**src/rtl/sdf_pkg.sv**
```systemverilog
package sdf_pkg;

  localparam int ACC_W = 32;
  localparam int OSR_W = 8;
  localparam int SH_W  = 5;
  localparam int NSTG  = 3;

  typedef enum logic [1:0] {
    FLT_FAST = 2'b00,
    FLT_ORD1 = 2'b01,
    FLT_ORD2 = 2'b10,
    FLT_ORD3 = 2'b11
  } flt_kind_e;

  // index of the last integrator used (0-based)
  function automatic logic [1:0] integ_last(flt_kind_e k);
    case (k)
      FLT_ORD1: return 2'd0;
      FLT_ORD2: return 2'd1;
      default:  return 2'd2;
    endcase
  endfunction

  // index of the last differentiator used, equal to order minus one
  function automatic logic [1:0] diff_last(flt_kind_e k);
    case (k)
      FLT_ORD1: return 2'd0;
      FLT_ORD3: return 2'd2;
      default:  return 2'd1;
    endcase
  endfunction

endpackage

```
**src/rtl/sdf_integ.sv**
```systemverilog
module sdf_integ #(
  parameter int W     = 32,
  parameter int NSTG  = 3,
  localparam int SEL_W = (NSTG > 1) ? $clog2(NSTG) : 1
) (
  input  logic             clk,
  input  logic             rst_n,
  input  logic             clr,
  input  logic             step,
  input  logic             bit_in,
  input  logic [SEL_W-1:0] tap_sel,
  output logic [W-1:0]     tap_nxt
);

  logic [NSTG-1:0][W-1:0] taps;

  for (genvar g = 0; g < NSTG; g++) begin : g_stg
    logic [W-1:0] acc_q, acc_d, addend, sum;

    if (g == 0) begin : g_head
      assign addend = {{(W-1){~bit_in}}, 1'b1};
    end else begin : g_tail
      assign addend = g_stg[g-1].sum;
    end

    assign sum     = acc_q + addend;
    assign taps[g] = sum;

    always_comb begin
      acc_d = acc_q;
      if (clr)       acc_d = '0;
      else if (step) acc_d = sum;
    end

    always_ff @(posedge clk or negedge rst_n) begin
      if (!rst_n) acc_q <= '0;
      else        acc_q <= acc_d;
    end
  end

  assign tap_nxt = taps[tap_sel];

endmodule

```
**src/rtl/sdf_decim.sv**
```systemverilog
module sdf_decim #(
  parameter int OSR_W = 8
) (
  input  logic             clk,
  input  logic             rst_n,
  input  logic             clr,
  input  logic             step,
  input  logic [OSR_W-1:0] osr,
  output logic             dec
);

  logic [OSR_W-1:0] cnt_q, cnt_d;

  assign dec = step && (cnt_q == osr);

  always_comb begin
    cnt_d = cnt_q;
    if (clr)       cnt_d = '0;
    else if (dec)  cnt_d = '0;
    else if (step) cnt_d = cnt_q + 1'b1;
  end

  always_ff @(posedge clk or negedge rst_n) begin
    if (!rst_n) cnt_q <= '0;
    else        cnt_q <= cnt_d;
  end

endmodule

```
**src/rtl/sdf_comb.sv**
```systemverilog
module sdf_comb #(
  parameter int W     = 32,
  parameter int NSTG  = 3,
  localparam int SEL_W = (NSTG > 1) ? $clog2(NSTG) : 1
) (
  input  logic             clk,
  input  logic             rst_n,
  input  logic             clr,
  input  logic             dec,
  input  logic [SEL_W-1:0] out_sel,
  input  logic [W-1:0]     din,
  output logic [W-1:0]     result,
  output logic             keep
);

  logic [NSTG-1:0][W-1:0] taps;
  logic [SEL_W-1:0]       skip_q, skip_d;

  for (genvar g = 0; g < NSTG; g++) begin : g_stg
    logic [W-1:0] z_q, z_d, src, diff;

    if (g == 0) begin : g_head
      assign src = din;
    end else begin : g_tail
      assign src = g_stg[g-1].diff;
    end

    assign diff    = src - z_q;
    assign taps[g] = diff;

    always_comb begin
      z_d = z_q;
      if (clr)      z_d = '0;
      else if (dec) z_d = src;
    end

    always_ff @(posedge clk or negedge rst_n) begin
      if (!rst_n) z_q <= '0;
      else        z_q <= z_d;
    end
  end

  assign result = taps[out_sel];
  assign keep   = dec && (skip_q >= out_sel);

  always_comb begin
    skip_d = skip_q;
    if (clr)                          skip_d = '0;
    else if (dec && skip_q < out_sel) skip_d = skip_q + 1'b1;
  end

  always_ff @(posedge clk or negedge rst_n) begin
    if (!rst_n) skip_q <= '0;
    else        skip_q <= skip_d;
  end

endmodule

```
**src/rtl/sinc_decim_filter.sv**
```systemverilog
module sinc_decim_filter
  import sdf_pkg::*;
(
  input  logic        clk,
  input  logic        rst_n,
  input  logic        bit_vld,
  input  logic        bit_in,
  input  logic [1:0]  flt_kind,
  input  logic [7:0]  osr_field,
  input  logic        chan_en,
  input  logic        glob_en,
  input  logic        sync_en,
  input  logic        sync_pulse,
  input  logic        fmt32,
  input  logic [4:0]  win_shift,
  output logic [31:0] data_out,
  output logic        data_new
);

  localparam int SEL_W = $clog2(NSTG);

  flt_kind_e        kind;
  logic             run, clr, step, dec, keep;
  logic [SEL_W-1:0] isel, dsel;
  logic [ACC_W-1:0] integ_tap, result, shifted;
  logic [31:0]      word_d, out_d;
  logic             new_d;

  assign kind = flt_kind_e'(flt_kind);
  assign isel = SEL_W'(integ_last(kind));
  assign dsel = SEL_W'(diff_last(kind));
  assign run  = chan_en && glob_en;
  assign clr  = !run || (sync_en && sync_pulse);
  assign step = bit_vld && !clr;

  sdf_integ #(.W(ACC_W), .NSTG(NSTG)) u_integ (
    .clk(clk), .rst_n(rst_n), .clr(clr), .step(step),
    .bit_in(bit_in), .tap_sel(isel), .tap_nxt(integ_tap)
  );

  sdf_decim #(.OSR_W(OSR_W)) u_decim (
    .clk(clk), .rst_n(rst_n), .clr(clr), .step(step),
    .osr(osr_field), .dec(dec)
  );

  sdf_comb #(.W(ACC_W), .NSTG(NSTG)) u_comb (
    .clk(clk), .rst_n(rst_n), .clr(clr), .dec(dec),
    .out_sel(dsel), .din(integ_tap), .result(result), .keep(keep)
  );

  // output formatting: full word or shifted 16-bit window in the upper half
  always_comb begin
    shifted = ACC_W'($signed(result) >>> win_shift);
    word_d  = fmt32 ? result[31:0] : {shifted[15:0], 16'h0000};
    out_d   = keep ? word_d : data_out;
    new_d   = keep;
  end

  always_ff @(posedge clk or negedge rst_n) begin
    if (!rst_n) begin
      data_out <= '0;
      data_new <= 1'b0;
    end else begin
      data_out <= out_d;
      data_new <= new_d;
    end
  end

endmodule

```
**config.mk**
```make
export PLATFORM = sky130hd
export DESIGN_NAME = sinc_decim_filter
export DESIGN_NICKNAME = d
export VERILOG_FILES = /design/src/rtl/sdf_pkg.sv /design/src/rtl/sdf_integ.sv /design/src/rtl/sdf_decim.sv /design/src/rtl/sdf_comb.sv /design/src/rtl/sinc_decim_filter.sv
export SDC_FILE = /design/constraint.sdc
export NUM_CORES = 1
export LEC_CHECK = 0
export BUFFER_PORTS_ARGS = -buffer_cell sky130_fd_sc_hd__buf_2
export CAP_MARGIN = 15
export CORE_MARGIN = 3
export CORE_UTILIZATION = 50
export DETAILED_ROUTE_END_ITERATION = 10
export HOLD_SLACK_MARGIN = 0.06
export MAX_ROUTING_LAYER = met4
export PLACE_DENSITY = 0.66
export SKIP_LAST_GASP = 1
export SYNTH_ARGS = -nofsm -noshare
export SYNTH_HDL_FRONTEND = slang
export SYNTH_SLANG_ARGS = --single-unit
```
**constraint.sdc**
```tcl
create_clock -name clk -period 15.85 [get_ports clk]
set_input_delay 2.3775 -clock clk [delete_from_list [all_inputs] [get_ports clk]]
set_output_delay 2.3775 -clock clk [all_outputs]
set_load 0.02 [all_outputs]
```
Yosys cells after proc, flatten, opt, wreduce, memory -nomap -nowiden
Cells that the tools add are included.
{"block": "totals", "reg_bits": 235, "inputBits": 24, "output_inout_bits": 33, "elab_cells": 65}
{"block": "op_classes", "n_addsub": 8, "n_lt_le_gt_ge": 4, "n_eq_ne": 4, "shift": 1, "n_mux": 24, "n_bitwise": 1, "n_reduce_logical": 13}
{"cell": "2-to-1 mux 32 bit", "n": 15}
{"cell": "binary-select mux 32 bit (select 2 bit)", "n": 2}
{"cell": "adder 32 bit", "n": 3}
{"cell": "subtractor 32 bit", "n": 3}
{"cell": ">>> shifter 32 x 5 -> 16 bit", "n": 1}
{"cell": "2-to-1 mux 8 bit", "n": 3}
{"cell": "adder 8 x 1 -> 8 bit (second input constant)", "n": 1}
{"cell": "equality test 8 bit", "n": 1}
{"cell": "one-hot mux 2 bit (2 select lines)", "n": 2}
{"cell": "logical AND 1 bit", "n": 6}
{"cell": "< comparator 2 x 3 -> 1 bit (second input constant)", "n": 2}
{"cell": "nonzero test 2 bit", "n": 3}
{"cell": "equality test 2 bit (second input constant)", "n": 2}
{"cell": "2-to-1 mux 2 bit", "n": 2}
{"cell": "nonzero test 3 bit", "n": 1}
{"cell": "adder 2 x 1 -> 2 bit (second input constant)", "n": 1}
{"cell": "equality test 2 x 1 -> 1 bit (second input constant)", "n": 1}
{"cell": "greater-or-equal comparator 2 bit", "n": 1}
{"cell": "zero test 1 bit", "n": 2}
{"cell": "< comparator 2 bit", "n": 1}
{"cell": "logical OR 1 bit", "n": 1}
{"cell": "inverter 1 bit", "n": 1}

Longest topological paths before layout
{"block": "depth", "depth_word": 13, "mapped_depth": 60, "ltp_nobuf": 60}

Hierarchy
From an unflattened synthesis, not the netlist that was laid out.
{"block": "hier_totals", "cells_unflattened": 2657, "hier_area_um2": 22621.7}
{"mod": "sdf_comb", "instances": 1, "cells_per_inst": 1174, "area_each_um2": 9689.3, "seq_area_each_um2": 2452.4}
{"mod": "sdf_integ", "instances": 1, "cells_per_inst": 1044, "area_each_um2": 8929.8, "seq_area_each_um2": 2402.3}
{"mod": "sinc_decim_filter", "instances": 1, "cells_per_inst": 387, "area_each_um2": 3469.6, "seq_area_each_um2": 825.8}
{"mod": "sdf_decim", "instances": 1, "cells_per_inst": 52, "area_each_um2": 533.0, "seq_area_each_um2": 200.2}

Worst setup path after synthesis
No wires, ideal clock.
{"block": "synth_path", "kind": "input-to-reg", "from": "input bit_in", "to": "register data_out[28]", "setup_time_ns": 0.138, "arrival_time_ns": 13.459, "t_required_ns": 15.712, "setup_slack_ns": 2.253, "stages": 55, "n_path_buf": 2, "path_cell_list": "inv_1 ha_1 nor2b_1 o21ai_0 a21boi_0 o21ai_0 a21boi_0 o211ai_1 nand2_1 a21o_1 a21oi_1 xnor2_1 ha_1 a2111o_1 o21ai_0 xnor2_1 inv_1 ha_1 (+19 left out) nor2_1 a21oi_1 xnor2_1 ha_1 clkbuf_1 a21o_1 a21oi_1 o21ai_0 or3_1 nor3_1 o21bai_1 a21oi_1 xor3_1 a22oi_1 xnor2_1 mux4_2 o311ai_2 a31oi_1"}
{"block": "synth_via", "elab_chain_len": 13}
{"item": "start: declaration", "line_no": "sinc_decim_filter.sv:7", "rtl": "input logic bit_in,"}
{"item": "inverter 1 bit *", "line_no": "sdf_integ.sv:21", "rtl": "assign addend = {{(W-1){~bit_in}}, 1'b1};"}
{"item": "adder 32 bit *", "line_no": "sdf_integ.sv:26", "rtl": "assign sum = acc_q + addend;"}
{"item": "adder 32 bit (2 in a row)", "line_no": "sdf_integ.sv:26"}
{"item": "binary-select mux 32 bit (select 2 bit) *", "line_no": "sdf_integ.sv:41", "rtl": "assign tap_nxt = taps[tap_sel];"}
{"item": "2-to-1 mux 32 bit (implied by the code) *", "line_no": "sdf_integ.sv:41"}
{"item": "subtractor 32 bit *", "line_no": "sdf_comb.sv:28", "rtl": "assign diff = src - z_q;"}
{"item": "subtractor 32 bit (2 in a row)", "line_no": "sdf_comb.sv:28"}
{"item": "binary-select mux 32 bit (select 2 bit) *", "line_no": "sdf_comb.sv:43", "rtl": "assign result = taps[out_sel];"}
{"item": "2-to-1 mux 32 bit (implied by the code) *", "line_no": "sdf_comb.sv:43"}
{"item": ">>> shifter 32 x 5 -> 16 bit", "line_no": "sinc_decim_filter.sv:53", "rtl": "shifted = ACC_W'($signed(result) >>> win_shift);"}
{"item": "2-to-1 mux 32 bit *", "line_no": "sinc_decim_filter.sv:54", "rtl": "word_d = fmt32 ? result[31:0] : {shifted[15:0], 16'h0000};"}
{"item": "end signal: assignment", "line_no": "sinc_decim_filter.sv:64", "rtl": "data_out <= out_d;"}
{"item": "end: declaration", "line_no": "sinc_decim_filter.sv:16", "rtl": "output logic [31:0] data_out,"}
Mark *: on every way between the ends. The rest lies on a longest branch, timed or not. The select of a mux whose other input is x is not followed.
A chain may end at the register's enable or synchronous reset.

Final worst setup path
Same ends and word-level chain as after synthesis.

==> impl_metrics.csv <==
group,metric,value,unit
pwr,p_leak,11.6,nW
pwr,fin_total_pwr,4.92,mW
cts,clock_sinks,235,
critical_path,worstSetupPathType,"primary input to flop",
critical_path,required,16.30,ns
route,drtAntennaViolNets,0,
layout,nets,3064,
cts,cts_tree,"yes",
critical_path,start_kind,"primary input",
synth,synth_area,23000,um^2
route,routed_wl,69.7,mm
critical_path,r2r_end,"data_out[28]$_DFFE_PN0P_",
global_routing,track_usage,29.1,%
critical_path,crit_arrival,15.18,ns
timing,fmax,0.0679,GHz
layout,drive_above_1_share,6.96,%
synth,synth_seq_cells,235,
synth,ys_types,91,
critical_path,path_common_cell,"a21oi_1",
synth,syn_nets,3079,
critical_path,crit_start,"bit_in",
synth,synth_edf_count,0,
critical_path,worstRegToRegCells,58,
synth,synth.avg_cell_area,8.08,um^2
synth,ys_seq_area_share,25.5,%
placement,place.gp.congestion,0.962,
timing,period_needed,14.73,ns
cts,clk_path_buf_depth,3,
pwr,peakVddDrop,141,uV
timing,max_slew_margin,23.6,%
placement,hpwl,51.2,mm
cts,path_clk_slew,0.06,ns
min_path,min_path_type,"flop to flop",
timing,period_share,92.9,%
route,routed_via_density,6.21,
timing,setup_violations,0,
route,via_count,21457,
cts,cts.repair.resized,0,
critical_path,end_kind,"flop",
die,die_w,221,um
layout,n_antenna_cell,0,
run,drv_cap,0,
cts,ctsHoldBuffers,0,
critical_path,crit_end,"data_out[28]$_DFFE_PN0P_",
synth,synth_ff_type,"dfrtp_1",
cts,htreeDepth,1,
pwr,p_per_area,198,nW/um^2
timing,rsz0062_at_grt,"no",
route,dr.pass1.iters,6,
global_routing,grt_pass1_wl,111,mm
die,core,45500,um^2
die,row_count,78,
critical_path,crit_path_max_fanout,11,
global_routing,grt_pass1_vias,20771,
synth,synth_warnings,0,
synth,syn_inst,2851,
global_routing,grt_max_degree,108,
run_status,status,"finished, final reports clean",
layout,syn_to_final_growth,7.75,%
route,first_iter_violations,1782,
placement,numPortBuffers,56,
global_routing,globalRoute.totalOverflow,0,
die,die_area,48700,um^2
cts,insertion_delay,0.59,ns
layout,final_common_cell,"nor2_1",
route,avgRoutedWirePerCell,20.2,um
critical_path,reg2reg_slack,2.50,ns
timing,finClkSkew,0.0151,ns
critical_path,crit_path_top_delay_cell,"mux4_2",
cts,root_buffer,"clkbuf_16",
timing,hold_violations,0,
cts,cts_post_setup_buffers_inserted,0,
timing,final.setup.tns,0,ns
layout,layout_common_cells,"267 x nor2_1, 235 x dfrtp_1, 215 x nand2_1",
die,dieHeight,221,um
route,drcViolationCount,0,
critical_path,r2r_start,"u_integ.g_stg[0].acc_q[0]$_DFFE_PN0P_",
timing,tightestPinTransition,1.14,ns
global_routing,antenna_found_initial,0,
critical_path,slowest_delay,0.55,ns
cts,cts_made_buffers,31,
die,initial_core_util,50.6,%
synth,async_reset_ff_share,100,%
timing,slew_violations,0,
die,num_io_pins,57,
-- flip-flops by register name (all words and copies together) (netlist names) --
signal,cells
u_comb.g_stg.z_q,96
u_integ.g_stg.acc_q,96
data_out,32
u_decim.cnt_q,8
u_comb.skip_q,2
data_new,1
-- per-layer routing --
| layer | global-route usage (%) | vias up | wire length, um |
|---|---|---|---|
| met5 | - | - | 0 |
| met4 | 9.92 | 0 | 2520 |
| met3 | 2.99 | 147 | 3430 |
| met2 | 48.8 | 615 | 33200 |
| met1 | 36.8 | 10333 | 30500 |
| li1 | - | 10362 | - |
-- how the worst min path moves through the flow --
stage,endpoint,slack (ns),cells after the start,startpoint
floorplan,u_comb.g_stg[0].z_q[14]$_DFFE_PN0P_,0.47,1,u_comb.g_stg[0].z_q[14]$_DFFE_PN0P_
finish,data_out[4]$_DFFE_PN0P_,0.47,2,data_out[4]$_DFFE_PN0P_
global placement,data_out[4]$_DFFE_PN0P_,0.46,2,data_out[4]$_DFFE_PN0P_
global route,data_out[7]$_DFFE_PN0P_,0.51,2,data_out[7]$_DFFE_PN0P_
detailed placement,data_out[11]$_DFFE_PN0P_,0.47,2,data_out[11]$_DFFE_PN0P_
CTS,data_out[11]$_DFFE_PN0P_,0.48,2,data_out[11]$_DFFE_PN0P_
-- cells in the mapped netlist, drive strengths merged, types with 8 or more instances --
library cell | count | area [um^2]
or2 | 8 | 50.1
o22ai | 10 | 62.6
o31ai | 41 | 308
ha | 198 | 2480
a21oi | 201 | 1010
nor4 | 11 | 68.8
nand2b | 30 | 188
o311ai | 9 | 86.3
or4 | 9 | 67.6
clkbuf | 110 | 413
a211oi | 45 | 338
nor2 | 268 | 1010
nand2 | 215 | 807
a31o | 9 | 78.8
and3 | 29 | 181
a221oi | 13 | 120
a21o | 106 | 796
a21boi | 9 | 67.6
a22oi | 12 | 90.1
nor3 | 78 | 390
xor2 | 57 | 499
xnor2 | 110 | 963
dfrtp | 235 | 5880
o211ai | 29 | 218
o21a | 43 | 323
o211a | 12 | 120
o31a | 9 | 78.8
buf | 26 | 98.8
or3 | 16 | 100
a22o | 11 | 96.3
mux2i | 157 | 1570
o21bai | 26 | 195
nor2b | 22 | 138
and2 | 15 | 93.8
a31oi | 24 | 150
a211o | 10 | 87.6
o21ai | 191 | 967
mux2 | 17 | 191
nand4 | 17 | 106
nand3 | 86 | 443
inv | 200 | 751
-- stage by stage --
stage | setup WS [ns] | std cells | hold slack, ns | util, % | area (um^2)
2_1_floorplan | 2.25 | 2851 | 0.466 | - | 23000
3_3_place_gp | 0.423 | 3403 | 0.462 | 52.4 | 23800
3_5_place_dp | 0.348 | 3403 | 0.467 | 52.4 | 23800
4_1_cts | 0.866 | 3458 | 0.480 | 54.5 | 24800
5_1_grt | 0.00203 | 3458 | 0.510 | 54.6 | 24800
6_report | 1.12 | 3458 | 0.471 | 54.6 | 24800
-- logic make-up after synthesis --
family | count (synthesis) | share of synthesized area (%)
buffers and inverters | 339 | 5.53
multiplexers | 180 | 8.24
XOR/XNOR | 169 | 6.55
AO/OA/AOI/OAI | 901 | 26.4
flip-flops | 235 | 25.5
AND/OR/NAND/NOR | 823 | 16.5
adder cells (fa/ha/maj) | 204 | 11.3
-- power breakdown --
part           total (mW)  leakage (nW)  internal (mW)  switching [mW]
Combinational        3.61          7.88           1.42            2.19
Clock               0.686         0.479          0.400           0.285
Sequential          0.623          3.26          0.614         0.00926
-- worst max-delay path: cells and delay by family --
kind / cells / cell delay [ns]
adders and majority gates: 6 / 2.25
buffers and inverters: 5 / 0.83
and+or+nand+nor: 11 / 1.77
xor gates and xnor gates: 7 / 1.73
muxes: 2 / 0.65
AOI/OAI and AO/OA: 28 / 5.54
-- layout make-up --
type / count / area [um^2]
sequential: 235 / 5880
inverter: 203 / 763
timing repair buffer: 88 / 537
fill: 4307 / 20700
clock buffer: 43 / 881
clock inverter: 12 / 96.3
tap: 600 / 751
multi-input combinational: 2277 / 15900
(Power assumes the default switching activity.)
